`src/rtl/wd_pkg.sv`:
```
// Package wd_pkg
// Shared types for the washer-dryer sequencer.
// The phase code is one-hot, so each phase is decoded from a single bit.
package wd_pkg;

    typedef enum logic [2:0] {
        PH_WASH = 3'b001,
        PH_DRY  = 3'b010,
        PH_DONE = 3'b100
    } wd_phase_e;

endpackage

```
`src/rtl/wd_step_counter.sv`:
```
// Module wd_step_counter
// Saturating up-counter with an enable. It starts at zero, steps by one on
// each enabled edge and parks at LAST.
// It reports when it is parked (at_end) and when the next step will park it
// (near_end).
// Assumes LAST >= 1 and that W is wide enough to hold LAST.
module wd_step_counter #(
    parameter int LAST = 6,
    parameter int W    = $clog2(LAST + 1)
) (
    input  logic         clk,
    input  logic         rst_n,
    input  logic         en,
    output logic [W-1:0] cnt,
    output logic         at_end,
    output logic         near_end
);

    localparam logic [W-1:0] CNT_END  = W'(LAST);
    localparam logic [W-1:0] CNT_PREV = W'(LAST - 1);
    localparam logic [W-1:0] CNT_ONE  = W'(1);

    logic [W-1:0] cnt_q;

    // Count register: clears on reset, steps while enabled and not parked.
    always_ff @(posedge clk) begin
        if (!rst_n) begin
            cnt_q <= '0;
        end else if (en && (cnt_q != CNT_END)) begin
            cnt_q <= cnt_q + CNT_ONE;
        end
    end

    // Terminal decodes for the phase controller.
    always_comb begin
        at_end   = (cnt_q == CNT_END);
        near_end = (cnt_q == CNT_PREV);
    end

    assign cnt = cnt_q;

endmodule

```
`src/rtl/wd_phase_ctrl.sv`:
```
// Module wd_phase_ctrl
// One-hot phase machine for the programme: wash, then dry, then done.
// It leaves a phase on the same edge that parks that phase's counter, so the
// phase code always matches the counter values.
// It gates each counter's enable with start, tick and the current phase.
// Assumes near_end/at_end come from counters that this block enables.
module wd_phase_ctrl
    import wd_pkg::*;
(
    input  logic      clk,
    input  logic      rst_n,
    input  logic      start,
    input  logic      tick,
    input  logic      wash_near_end,
    input  logic      dry_near_end,
    output logic      wash_en,
    output logic      dry_en,
    output logic      washing,
    output logic      drying,
    output logic      done,
    output wd_phase_e phase
);

    wd_phase_e phase_q;
    wd_phase_e phase_d;
    logic      step_ok;

    // Qualified step: the programme runs and the pacing strobe is present.
    always_comb begin
        step_ok = start && tick;
        wash_en = step_ok && (phase_q == PH_WASH);
        dry_en  = step_ok && (phase_q == PH_DRY);
    end

    // Next phase: move on when the last step of the current phase is taken.
    always_comb begin
        phase_d = phase_q;
        unique case (phase_q)
            PH_WASH: if (wash_en && wash_near_end) phase_d = PH_DRY;
            PH_DRY:  if (dry_en && dry_near_end)   phase_d = PH_DONE;
            PH_DONE: phase_d = PH_DONE;
            default: phase_d = PH_WASH;
        endcase
    end

    // Phase register with synchronous active-low reset.
    always_ff @(posedge clk) begin
        if (!rst_n) begin
            phase_q <= PH_WASH;
        end else begin
            phase_q <= phase_d;
        end
    end

    // Status flags decoded from single one-hot bits.
    always_comb begin
        washing = start && phase_q[0];
        drying  = start && phase_q[1];
        done    = phase_q[2];
    end

    assign phase = phase_q;

endmodule

```
`src/rtl/wd_sequencer.sv`:
```
// Module wd_sequencer
// Top of the washer-dryer sequencer. It chains a wash counter and a dry
// counter under a one-hot phase controller.
// Both counters advance only on edges where start and tick are high.
// Assumes WASH_LAST >= 1, DRY_LAST >= 1 and tick synchronous to clk.
module wd_sequencer
    import wd_pkg::*;
#(
    parameter int WASH_LAST = 6,
    parameter int DRY_LAST  = 4,
    localparam int WW = $clog2(WASH_LAST + 1),
    localparam int DW = $clog2(DRY_LAST + 1)
) (
    input  logic          clk,
    input  logic          rst_n,
    input  logic          start,
    input  logic          tick,
    output logic [WW-1:0] wash_cnt,
    output logic [DW-1:0] dry_cnt,
    output logic          washing,
    output logic          drying,
    output logic          done
);

    logic      wash_en;
    logic      dry_en;
    logic      wash_at_end;
    logic      wash_near_end;
    logic      dry_at_end;
    logic      dry_near_end;
    wd_phase_e phase;

    wd_phase_ctrl u_ctrl (
        .clk           (clk),
        .rst_n         (rst_n),
        .start         (start),
        .tick          (tick),
        .wash_near_end (wash_near_end),
        .dry_near_end  (dry_near_end),
        .wash_en       (wash_en),
        .dry_en        (dry_en),
        .washing       (washing),
        .drying        (drying),
        .done          (done),
        .phase         (phase)
    );

    wd_step_counter #(.LAST(WASH_LAST), .W(WW)) u_wash (
        .clk      (clk),
        .rst_n    (rst_n),
        .en       (wash_en),
        .cnt      (wash_cnt),
        .at_end   (wash_at_end),
        .near_end (wash_near_end)
    );

    wd_step_counter #(.LAST(DRY_LAST), .W(DW)) u_dry (
        .clk      (clk),
        .rst_n    (rst_n),
        .en       (dry_en),
        .cnt      (dry_cnt),
        .at_end   (dry_at_end),
        .near_end (dry_near_end)
    );

    // Consistency between the phase code and the counter decodes.
    always_comb begin
        if (rst_n && (phase == PH_DONE)) begin
            assert (wash_at_end && dry_at_end)
                else $error("p_done_phase_r8: done phase with counters not parked");
        end
    end

endmodule

```
`config.mk`:
```
export PLATFORM = sky130hd
export DESIGN_NAME = wd_sequencer
export DESIGN_NICKNAME = d
export VERILOG_FILES = /design/src/rtl/wd_pkg.sv /design/src/rtl/wd_step_counter.sv /design/src/rtl/wd_phase_ctrl.sv /design/src/rtl/wd_sequencer.sv
export SDC_FILE = /design/constraint.sdc
export NUM_CORES = 1
export LEC_CHECK = 0
export ABC_CLOCK_PERIOD_IN_PS = 1600
export BUFFER_PORTS_ARGS = -buffer_cell sky130_fd_sc_hd__buf_2
export CAP_MARGIN = 40
export CORE_AREA = 3 3 40 42
export CTS_CLUSTER_DIAMETER = 200
export DETAILED_ROUTE_END_ITERATION = 6
export DIE_AREA = 0 0 43 45
export HOLD_SLACK_MARGIN = 0.06
export SLEW_MARGIN = 10
export SYNTH_ARGS = -nofsm -noshare
export SYNTH_HDL_FRONTEND = slang
export SYNTH_SLANG_ARGS = --single-unit
```
`constraint.sdc`:
```
create_clock -name clk -period 1.6 [get_ports clk]
set_input_delay 0.32 -clock clk [delete_from_list [all_inputs] [get_ports clk]]
set_output_delay 0.32 -clock clk [all_outputs]
set_load 0.005 [all_outputs]
```
==> summary.txt <==
worst reg2reg path depth - 4
status - finished, final reports clean
Reg clk slew, reported paths - 0.06 ns
vias per cell - 5.09
setup TNS - 0 ns
Max Clk Rate - 756 MHz
# hold bufs at CTS - 0
WP data arrival - 1.48 ns
Mapped Cells - 56
Synth-to-Final Area Change - 19.6%
commonest non-fill, non-tap cells in the layout - 12 x buf_2, 9 x dfxtp_1, 8 x nand2_1
via count - 438
Die Height - 45 um
initial antenna violation count - 0
minimum clock period - 1.32 ns
most common cell after layout, fill and taps aside - buf_2
post-route ant nets - 0
post-synth top area cell - dfxtp_1
sequential area share after synthesis - 0.348
PwrDens - 715 nW/um^2
Synth area leaders - dfxtp_1 35%, ha_1 14%, mux2i_1 7.7%
syn_area_per_cell - 9.25 sq um
Slew Limit Fails - 0
io pins - 13
CP required - 1.76 ns
max_slew headroom - 0.795
Core Box Area - 1280 sq um
hpwl dp - 751 um
final WL - 1040 um
Die ar. - 1940 sq um
LEAKAGE - 0.000275 uW
YS warnings - 0
Least-Margin Pin Slew - 0.304 ns
Worst Hold End - u_ctrl.phase[0]
critical path type - reg2reg
Max Buffers Root-to-Sink - 2
row count - 13
average wire per standard cell - 12.1 um
H-tree depth - 1
root buf cell - clkbuf_4
GP Congestion - 0.707
WHS - 0.344 ns
final clock skew - 0.00292 ns
total grt overflow - 0
Setup crit start kind - flop
Inserted Diodes - 0
pre-CTS setup slack - 0.280 ns
FF-to-FF End - u_ctrl.phase[2]
Final Hold Viols - 0
RSZ-0062 raised after global routing - no
Clk Latency, worst-skew pair - 0.26 ns
first-pass GRT wire length - 1770 um
Initial Util - 0.403
total CTS buffers - 3
CP max FO - 4
CTS tree - built
hold path depth - 2
register bit total from synthesis - 9
Crit. End Element - flop
Initial DRC Count - 17
vias in the first global route - 433
clk sink count - 9
DRT Pass-1 Iters - 2
total setup buffers inserted after CTS - 0
All-Layer GR Usage - 0.129
post_cts resized - 0
max_cap viols - 0
VDD IR max - 0.377 mV
DIE WIDTH - 43 um
drt drc - 0
post-synth top area share - 0.348
Cell Area, Synth - 518 sq um
largest net degree at the start of global routing - 13
Netlist cell types - 24
syn nets - 66
min-delay src - rst_n
number of port buffers - 12
Worst R2R Start - u_dry.cnt[0]
Final Setup Violations - 0
fraction of layout cells with a size suffix above 1 - 0.239
R2R Setup Slk - 0.28 ns
final net count - 82
Hold WC Path Type - in2reg
part of the cycle the worst path needs - 0.826
PnR worst setup slack - 0.278 ns
==> critical path, stage by stage, from the launching register on <==
cell	delay, ns
dfxtp_1	0.33
ha_1	0.20
ha_1	0.17
a311o_1	0.36
and3_1	0.16
==> Yosys cell counts, drive strengths merged <==
| library cell | count |
|---|---|
| dfxtp | 9 |
| and3 | 2 |
| nand2 | 8 |
| clkbuf | 1 |
| nand3b | 1 |
| a21oi | 1 |
| mux2i | 4 |
| o41ai | 1 |
| xnor2 | 1 |
| nand4 | 1 |
| and4b | 1 |
| nor2 | 1 |
| nand2b | 2 |
| o21ai | 1 |
| o311ai | 1 |
| a31oi | 1 |
| nor2b | 1 |
| ha | 6 |
| a311o | 1 |
| and2 | 2 |
| and4 | 1 |
| a211oi | 2 |
| inv | 6 |
| and3b | 1 |
==> registers in the layout, summed over array words and instances, names as in the netlist <==
name	cells
u_dry.cnt	3
u_ctrl.phase	3
u_wash.cnt	3
==> layer usage <==
metal,vias to the layer above,track usage,share of wire
li1,227,-,-
met1,198,0.133,0.44
met2,9,0.204,0.48
met3,4,0.0438,0.047
met4,0,0.120,0.027
met5,-,0,0
==> through the flow <==
stage | total power, uW | cells | util | area (sq um)
2_1_floorplan | 256 | 56 | - | 518
3_3_place_gp | 270 | 82 | 0.462 | 593
3_5_place_dp | 271 | 82 | 0.462 | 593
4_1_cts | 451 | 86 | 0.482 | 619
5_1_grt | 470 | 86 | 0.482 | 619
6_report | 443 | 86 | 0.482 | 619
==> worst max-delay path by stage <==
stage / endpoint / depth (start not counted) / slack [ns] / from
after CTS: u_ctrl.phase[2] / 4 / 0.27 / u_dry.cnt[0]
after detailed placement: u_ctrl.phase[2] / 4 / 0.28 / u_dry.cnt[0]
after floorplan: u_ctrl.phase[2] / 4 / 0.30 / u_dry.cnt[0]
final: u_ctrl.phase[2] / 4 / 0.28 / u_dry.cnt[0]
after global placement: u_ctrl.phase[2] / 4 / 0.30 / u_dry.cnt[0]
after global routing: u_ctrl.phase[2] / 4 / 0.22 / u_dry.cnt[0]
==> logic make-up (layout without fill, tap and decap cells) <==
| kind of cell | Yosys count | count (layout) | synth area share |
|---|---|---|---|
| compound gates | 8 | 8 | 0.133 |
| xor+xnor | 1 | 1 | 0.0169 |
| fa+ha+maj | 6 | 6 | 0.145 |
| buf+inv | 7 | 22 | 0.0507 |
| flops | 9 | 9 | 0.348 |
| mux | 4 | 4 | 0.0773 |
| simple gates | 21 | 21 | 0.229 |
==> report_power, final <==
group | switching (uW) | leakage [uW] | internal, uW
clock | 80.6 | 0.0000150 | 96.2
combinational | 19.7 | 0.000187 | 14.8
sequential | 4.03 | 0.0000728 | 227
total | 104 | 0.000275 | 338
==> cell type report <==
cell class | count | area [sq um]
well taps | 15 | 18.8
fillers | 136 | 666
repair buffers | 12 | 60.1
inverters | 6 | 22.5
multi-input cells | 40 | 312
flip-flops and latches | 9 | 180
clock buffers | 4 | 26.3
Power figures use the tool's default switching activity.
